==> src/rtl/wdt_pkg.sv <==
package wdt_pkg;
    typedef enum logic [1:0] {
        WD_IDLE     = 2'd0,
        WD_RUN      = 2'd1,
        WD_EXPIRED  = 2'd2
    } wd_state_e;

    // Register offsets within the shared window
    localparam logic [7:0] OFS_TRIG = 8'h18;
    localparam logic [7:0] OFS_CTRL = 8'h19;
    localparam logic [7:0] OFS_HOLD = 8'h1A;

    // Read-select encoding (one-hot)
    localparam int SEL_TRIG = 0;
    localparam int SEL_CTRL = 1;
    localparam int SEL_HOLD = 2;
    localparam int SEL_W    = 3;
endpackage

==> src/rtl/wdt_reg_decode.sv <==
module wdt_reg_decode
    import wdt_pkg::*;
#(
    parameter int NUM_HOSTS = 2,
    parameter int ADDR_W    = 8,
    parameter int HID_W     = 1
) (
    input  logic                 clk,
    input  logic                 rst_n,
    input  logic                 req_valid,
    input  logic                 req_write,
    input  logic [HID_W-1:0]     req_host,
    input  logic [ADDR_W-1:0]    req_addr,
    output logic [NUM_HOSTS-1:0] we_trig,
    output logic [NUM_HOSTS-1:0] we_ctrl,
    output logic [NUM_HOSTS-1:0] we_hold,
    output logic [SEL_W-1:0]     rd_sel,
    output logic                 rd_en
);
    logic hit_trig, hit_ctrl, hit_hold, wr;

    always_comb begin
        hit_trig = (req_addr == ADDR_W'(OFS_TRIG));
        hit_ctrl = (req_addr == ADDR_W'(OFS_CTRL));
        hit_hold = (req_addr == ADDR_W'(OFS_HOLD));
        wr       = req_valid && req_write;
        rd_en    = req_valid && !req_write;
        rd_sel   = '0;
        rd_sel[SEL_TRIG] = hit_trig;
        rd_sel[SEL_CTRL] = hit_ctrl;
        rd_sel[SEL_HOLD] = hit_hold;
    end

    // The requesting host alone selects the bank
    for (genvar h = 0; h < NUM_HOSTS; h++) begin : g_host
        logic own;
        assign own        = (req_host == HID_W'(h));
        assign we_trig[h] = wr && hit_trig && own;
        assign we_ctrl[h] = wr && hit_ctrl && own;
        assign we_hold[h] = wr && hit_hold && own;
    end

    // one access reaches at most one register of one bank
    p_one_target_r1: assert property (@(posedge clk) disable iff (!rst_n)
        $onehot0({we_trig, we_ctrl, we_hold}))
        else $error("p_one_target_r1");
endmodule

==> src/rtl/wdt_bank.sv <==
module wdt_bank
    import wdt_pkg::*;
#(
    parameter int TMO_W  = 18,
    parameter int DATA_W = 8,
    parameter int MSB_W  = 2
) (
    input  logic              clk,
    input  logic              rst_n,
    input  logic              clr,
    input  logic              tick,
    input  logic              dbg,
    input  logic              we_trig,
    input  logic              we_ctrl,
    input  logic              we_hold,
    input  logic [DATA_W-1:0] wdata,
    input  logic [SEL_W-1:0]  rd_sel,
    output logic [DATA_W-1:0] rd_val,
    output logic              expired_o
);
    localparam int MID_W  = TMO_W - DATA_W - MSB_W;
    localparam int PAD_W  = DATA_W - 1 - MSB_W;
    localparam int EN_BIT = DATA_W - 1;

    wd_state_e        state_q, state_d;
    logic [MSB_W-1:0] msb_q;
    logic [MID_W-1:0] hold_q;
    logic [TMO_W-1:0] cnt_q;
    logic [TMO_W-1:0] reload;
    logic             cnt_step, last_tick, enabled;

    assign reload    = {msb_q, hold_q, wdata};
    assign cnt_step  = (state_q == WD_RUN) && tick && !dbg && !we_trig;
    assign last_tick = (cnt_q <= TMO_W'(1));

    // State register
    always_ff @(posedge clk or negedge rst_n) begin
        if (!rst_n)   state_q <= WD_IDLE;
        else if (clr) state_q <= WD_IDLE;
        else          state_q <= state_d;
    end

    // Next-state logic
    always_comb begin
        state_d = state_q;
        unique case (state_q)
            WD_IDLE:    if (we_ctrl && wdata[EN_BIT]) state_d = WD_RUN;
            WD_RUN:     if (cnt_step && last_tick)    state_d = WD_EXPIRED;
            WD_EXPIRED: state_d = WD_EXPIRED;
            default:    state_d = WD_IDLE;
        endcase
    end

    // Software-visible fields
    always_ff @(posedge clk or negedge rst_n) begin
        if (!rst_n) begin
            msb_q  <= '1;
            hold_q <= '1;
        end else if (clr) begin
            msb_q  <= '1;
            hold_q <= '1;
        end else begin
            if (we_ctrl) msb_q  <= wdata[MSB_W-1:0];
            if (we_hold) hold_q <= wdata[MID_W-1:0];
        end
    end

    // Countdown
    always_ff @(posedge clk or negedge rst_n) begin
        if (!rst_n)        cnt_q <= '1;
        else if (clr)      cnt_q <= '1;
        else if (we_trig)  cnt_q <= reload;
        else if (cnt_step) cnt_q <= last_tick ? '0 : cnt_q - TMO_W'(1);
    end

    // Outputs
    always_comb begin
        enabled   = (state_q != WD_IDLE);
        expired_o = (state_q == WD_EXPIRED);
        rd_val    = '0;
        if (rd_sel[SEL_CTRL])      rd_val = {enabled, {PAD_W{1'b0}}, msb_q};
        else if (rd_sel[SEL_HOLD]) rd_val = DATA_W'(hold_q);
    end

    // enable never drops without a bank reset
    p_enable_sticky_r4: assert property (@(posedge clk) disable iff (!rst_n)
        (state_q != WD_IDLE) && !clr |=> (state_q != WD_IDLE))
        else $error("p_enable_sticky_r4");

    // expiry holds until a bank reset
    p_expired_sticky_r7: assert property (@(posedge clk) disable iff (!rst_n)
        (state_q == WD_EXPIRED) && !clr |=> (state_q == WD_EXPIRED))
        else $error("p_expired_sticky_r7");

    // a running count drops by exactly one per tick
    p_decrement_r6: assert property (@(posedge clk) disable iff (!rst_n)
        cnt_step && !clr && !last_tick |=> (cnt_q == $past(cnt_q) - TMO_W'(1)))
        else $error("p_decrement_r6");

    // without tick, enable or with debug, the count stays put
    p_hold_count_r8: assert property (@(posedge clk) disable iff (!rst_n)
        !clr && !we_trig && (!tick || dbg || state_q != WD_RUN) |=> $stable(cnt_q))
        else $error("p_hold_count_r8");

    // debug strap prevents a new expiry
    p_no_fire_dbg_r9: assert property (@(posedge clk) disable iff (!rst_n)
        dbg && (state_q != WD_EXPIRED) |=> (state_q != WD_EXPIRED))
        else $error("p_no_fire_dbg_r9");

    // a bank reset restores field defaults
    p_clr_defaults_r3: assert property (@(posedge clk) disable iff (!rst_n)
        clr |=> (msb_q == '1) && (hold_q == '1) && (state_q == WD_IDLE))
        else $error("p_clr_defaults_r3");
endmodule

==> src/rtl/wdt_dual_bank.sv <==
module wdt_dual_bank
    import wdt_pkg::*;
#(
    parameter int NUM_HOSTS = 2,
    parameter int TMO_W     = 18,
    parameter int DATA_W    = 8,
    parameter int ADDR_W    = 8,
    localparam int HID_W    = (NUM_HOSTS > 1) ? $clog2(NUM_HOSTS) : 1
) (
    input  logic                 clk,
    input  logic                 rst_n,
    input  logic                 pwr_good,
    input  logic [NUM_HOSTS-1:0] host_rst,
    input  logic                 tick_1ms,
    input  logic                 dbg_disable,
    input  logic                 req_valid,
    input  logic                 req_write,
    input  logic [HID_W-1:0]     req_host,
    input  logic [ADDR_W-1:0]    req_addr,
    input  logic [DATA_W-1:0]    req_wdata,
    output logic                 rd_valid,
    output logic [DATA_W-1:0]    rd_data,
    output logic [NUM_HOSTS-1:0] timeout
);
    logic [NUM_HOSTS-1:0] we_trig, we_ctrl, we_hold, expired;
    logic [SEL_W-1:0]     rd_sel;
    logic                 rd_en;
    logic [DATA_W-1:0]    bank_rd [NUM_HOSTS];

    wdt_reg_decode #(
        .NUM_HOSTS (NUM_HOSTS),
        .ADDR_W    (ADDR_W),
        .HID_W     (HID_W)
    ) u_dec (
        .clk       (clk),
        .rst_n     (rst_n),
        .req_valid (req_valid),
        .req_write (req_write),
        .req_host  (req_host),
        .req_addr  (req_addr),
        .we_trig   (we_trig),
        .we_ctrl   (we_ctrl),
        .we_hold   (we_hold),
        .rd_sel    (rd_sel),
        .rd_en     (rd_en)
    );

    for (genvar h = 0; h < NUM_HOSTS; h++) begin : g_bank
        wdt_bank #(
            .TMO_W  (TMO_W),
            .DATA_W (DATA_W)
        ) u_bank (
            .clk       (clk),
            .rst_n     (rst_n),
            .clr       (!pwr_good || host_rst[h]),
            .tick      (tick_1ms),
            .dbg       (dbg_disable),
            .we_trig   (we_trig[h]),
            .we_ctrl   (we_ctrl[h]),
            .we_hold   (we_hold[h]),
            .wdata     (req_wdata),
            .rd_sel    (rd_sel),
            .rd_val    (bank_rd[h]),
            .expired_o (expired[h])
        );
    end

    assign timeout = dbg_disable ? '0 : expired;

    always_ff @(posedge clk or negedge rst_n) begin
        if (!rst_n) begin
            rd_valid <= 1'b0;
            rd_data  <= '0;
        end else begin
            rd_valid <= rd_en;
            rd_data  <= rd_en ? bank_rd[req_host] : '0;
        end
    end

    // a read is answered in the following cycle
    p_rd_latency_r10: assert property (@(posedge clk) disable iff (!rst_n)
        req_valid && !req_write |=> rd_valid)
        else $error("p_rd_latency_r10");

    // idle read port stays quiet
    p_rd_quiet_r10: assert property (@(posedge clk) disable iff (!rst_n)
        !(req_valid && !req_write) |=> !rd_valid && (rd_data == '0))
        else $error("p_rd_quiet_r10");

    // the trigger offset always reads as zero
    p_trig_reads_zero_r2: assert property (@(posedge clk) disable iff (!rst_n)
        req_valid && !req_write && (req_addr == ADDR_W'(OFS_TRIG)) |=> (rd_data == '0))
        else $error("p_trig_reads_zero_r2");
endmodule

==> config.mk <==
export PLATFORM = sky130hd
export DESIGN_NAME = wdt_dual_bank
export DESIGN_NICKNAME = d
export VERILOG_FILES = /design/src/rtl/wdt_pkg.sv /design/src/rtl/wdt_reg_decode.sv /design/src/rtl/wdt_bank.sv /design/src/rtl/wdt_dual_bank.sv
export SDC_FILE = /design/constraint.sdc
export NUM_CORES = 1
export LEC_CHECK = 0
export BUFFER_PORTS_ARGS = -buffer_cell sky130_fd_sc_hd__clkbuf_2
export CORE_MARGIN = 4
export CORE_UTILIZATION = 30
export DETAILED_ROUTE_END_ITERATION = 8
export GPL_ROUTABILITY_DRIVEN = 0
export SLEW_MARGIN = 0
export SYNTH_ARGS = -nofsm -noshare
export SYNTH_HDL_FRONTEND = slang
export SYNTH_SLANG_ARGS = --single-unit
==> constraint.sdc <==
create_clock -name clk -period 5 [get_ports clk]
set_clock_uncertainty 0.2 [all_clocks]
set_input_delay 0 -clock clk [delete_from_list [all_inputs] [get_ports clk]]
set_output_delay 0 -clock clk [all_outputs]
set_load 0.005 [all_outputs]
==> metrics.csv <==
stage;metric;value;unit
pwr;clockPowerShare;53.8;%
die;core-area;14500;µm²
final_layout;diodes;0;
critical_path;crit_type;primary input to flop;
global_routing;grt_max_degree;70;
route;drt_pass1_iterations;5;
sta;slew_viol_final;0;
sta;slew_headroom;37.5;%
critical_path;arrival;2.71;ns
run;drv_cap;0;
worst_hold_path;hold_start;req_addr[7];
logic_synthesis;synth_top_flop_cell;dfstp_2;
clocking;cts_tree;yes;
clocking;holdBufCountCts;18;
logic_synthesis;syn_area;4420;µm²
clocking;clk_pin_slew;0.05;ns
clocking;cts_resized;0;
final_layout;multiInputGateArea;2460;µm²
clocking;clk_latency;0.33;ns
critical_path;timing.rr.end;g_bank[1].u_bank.cnt_q[14];
clocking;cts_max_path_buffers;2;
logic_synthesis;yosysWarnings;0;
route;ant_nets;0;
sta;post-route-period-util;53.4;%
final_layout;synthToLayoutAreaGrowth;19.9;%
worst_hold_path;min_path_type;primary input to flop;
logic_synthesis;netlist_top_cells_area;dfstp_2, dfrtp_1, nand3_1;
final_layout;final.fill_count;1455;
sta;fin_crit;2.67;ns
critical_path;worst_r2r_startpoint;g_bank[1].u_bank.cnt_q[4];
global_routing;grt_first_pass_wirelength;21200;µm
pwr;pwr-share-comb;5.3;%
route;vias;4240;
critical_path;worst-path-max-fanout;32;
logic_synthesis;synth_top_cell_by_area;dfstp_2;
final_layout;nets;590;
route;wl_per_cell;17.1;µm
sta;fin_tns_setup;0;ns
logic_synthesis;synth.avg_cell_area;8.75;µm²
die;fp.dieH;129;µm
final_layout;regArea;1800;µm²
logic_synthesis;ys_ff_latch;69;
logic_synthesis;synth_most_common_cell;nand2_1;
die;die_width;129;µm
critical_path;cp.required;5.04;ns
logic_synthesis;synth.distinct_cells;65;
place;hpwl;9130;µm
route;drt-total-wl;12700;µm
route;drt_iter0_markers;311;
worst_hold_path;min_path_cells;4;
die;row_count;44;
pwr;p_sw_share;20.9;%
critical_path;rrSetupSlack;2.50;ns
die;ios;37;
die;start_util;30.5;%
critical_path;worst-r2r-cell-count;5;
route;drc;0;
clocking;htreeDepth;3;
logic_synthesis;yosysSeqAreaShare;40.7;%
sta;rsz0062_at_grt;no;
logic_synthesis;synth_common_cells;nand2_1, dfstp_2, nor2_1;
clocking;clock_sinks;69;
critical_path;startpoint_type;primary input;
sta;worst_pin_slew;0.936;ns
status;status;completed;
sta;finalHoldViolCount;0;
logic_synthesis;syn_inst;505;
logic_synthesis;synth_fp_nets;543;
place;portBuffers;36;
global_routing;grt_pass1_vias;4175;
final_layout;fin_cells;741;
pwr;power_density;259;nW/µm²
route;vias_per_cell;5.72;
global_routing;overflow;0;
place;place_inst;707;
global_routing;grt_use_total;15.9;%
critical_path;cp-startpoint;req_addr[6];
clocking;cts_made_buffers;9;
die;dieArea;16700;µm²
logic_synthesis;synth_top_area_share;33.3;%
critical_path;crit_path_end_kind;flop;
logic_synthesis;async_flop_share;100;%
pwr;ir_drop;160;µV
sta;finalSetupViolCount;0;
pwr;p_int;0.00109;W
clocking;cts_root_buf;clkbuf_16;
worst_hold_path;hold_end;rd_data[5];
final_layout;drive_gt1_share;22.8;%
pwr;leakagePower;1.92;nW
clocking;post-cts-setup-buffer-count;0;
pwr;power_frac_seq;40.9;%
global_routing;antenna_found_initial;0;
logic_synthesis;synth_edf_count;0;
pwr;p_switching;0.000287;W
sta;clock.fmax;0.374;GHz
## power by group through the flow
stage	sequential, W	combinational, W	clock (W)
2_1_floorplan	0.000571	0.0000223	0
3_3_place_gp	0.000571	0.0000622	0
3_5_place_dp	0.000571	0.0000633	0
4_1_cts	0.000562	0.0000735	0.000750
5_1_grt	0.000562	0.0000809	0.000773
6_report	0.000562	0.0000730	0.000739
## critical path, stage by stage
cell and delay, ns:
dlygate4sd3_1 0.53, clkbuf_2 0.14, or4_1 0.49, nor3_2 0.17, buf_4 0.35, o21ai_1 0.27, buf_4 0.25, a2111oi_0 0.42
nor3_1 0.08
## registers in the layout (all words and copies together), names as in the netlist
register and flops:
g_bank.u_bank.state_q 4, rd_valid 1, rd_data 8, g_bank.u_bank.cnt_q 36, g_bank.u_bank.msb_q 4, g_bank.u_bank.hold_q 16
## layout make-up
cell class,instances,area share (%)
Sequential cell,69,33.9
Clock buffer,12,4.66
Inverter,17,1.21
Tap cell,184,4.35
Multi-Input combinational cell,395,46.4
Clock inverter,4,1.80
Timing Repair Buffer,60,7.66
## worst max-delay path by stage
stage                                 endpoint  cells after the start
CTS                 g_bank[0].u_bank.cnt_q[11]                      9
detailed placement  g_bank[0].u_bank.cnt_q[11]                      8
finish               g_bank[0].u_bank.cnt_q[7]                      9
global route        g_bank[0].u_bank.cnt_q[11]                      9
global placement     g_bank[0].u_bank.cnt_q[7]                      8
floorplan           g_bank[1].u_bank.cnt_q[13]                      6
## cell families (layout without fill, tap and decap cells)
kind of cell	count (synthesis)	after routing	synth area share, %
AND/OR/NAND/NOR	253	253	29.2
AO/OA/AOI/OAI	124	124	21.5
flip-flops	69	69	40.7
buffers and inverters	41	93	3.82
adder cells (fa/ha/maj)	12	12	3.40
multiplexers	6	6	1.36
## metrics by stage
stage / power, W / hold slack (ns) / cell area [µm²] / worst slack (ns) / util (%)
3_5_place_dp: 0.000634 / 0.0601 / 4770 / 2.45 / 33.0
4_1_cts: 0.00139 / 0.00172 / 5300 / 2.34 / 36.6
5_1_grt: 0.00142 / 0.0678 / 5300 / 2.09 / 36.6
3_3_place_gp: 0.000633 / 0.0507 / 4770 / 2.56 / 33.0
6_report: 0.00137 / 0.0251 / 5300 / 2.33 / 36.6
2_1_floorplan: 0.000593 / -0.496 / 4420 / 2.74 / -
## placed cells by master (no fill, tap or decap), types with 3 or more instances in the layout
cell           count
a21oi_1           20
mux2i_1            6
clkbuf_16          9
a21o_1             4
o21a_1             5
bufinv_16          3
buf_4              6
nand2_1           64
or4_1              8
a31oi_1            7
o21ai_0            8
o211ai_1           6
nand2b_1           4
ha_1              12
a221oi_1          20
dlygate4sd3_1     18
a221o_1            8
dfrtp_1           13
nand4_1            3
dfstp_2           56
a2111oi_0          9
nor2_1            55
clkbuf_2          35
o31a_1             6
or3_1              6
nand3_1           54
nor4_1             9
nor3_1            19
inv_1             17
a211oi_1          13
nor2b_1            4
## layer usage
| metal | GRT usage (%) | routed length [µm] |
|---|---|---|
| met1 | 20.8 | 5470 |
| met2 | 26.1 | 6240 |
| met3 | 2.93 | 749 |
| met4 | 5.93 | 250 |
| met5 | 0 | 0 |
No activity file was read; power rests on OpenSTA's default activity.
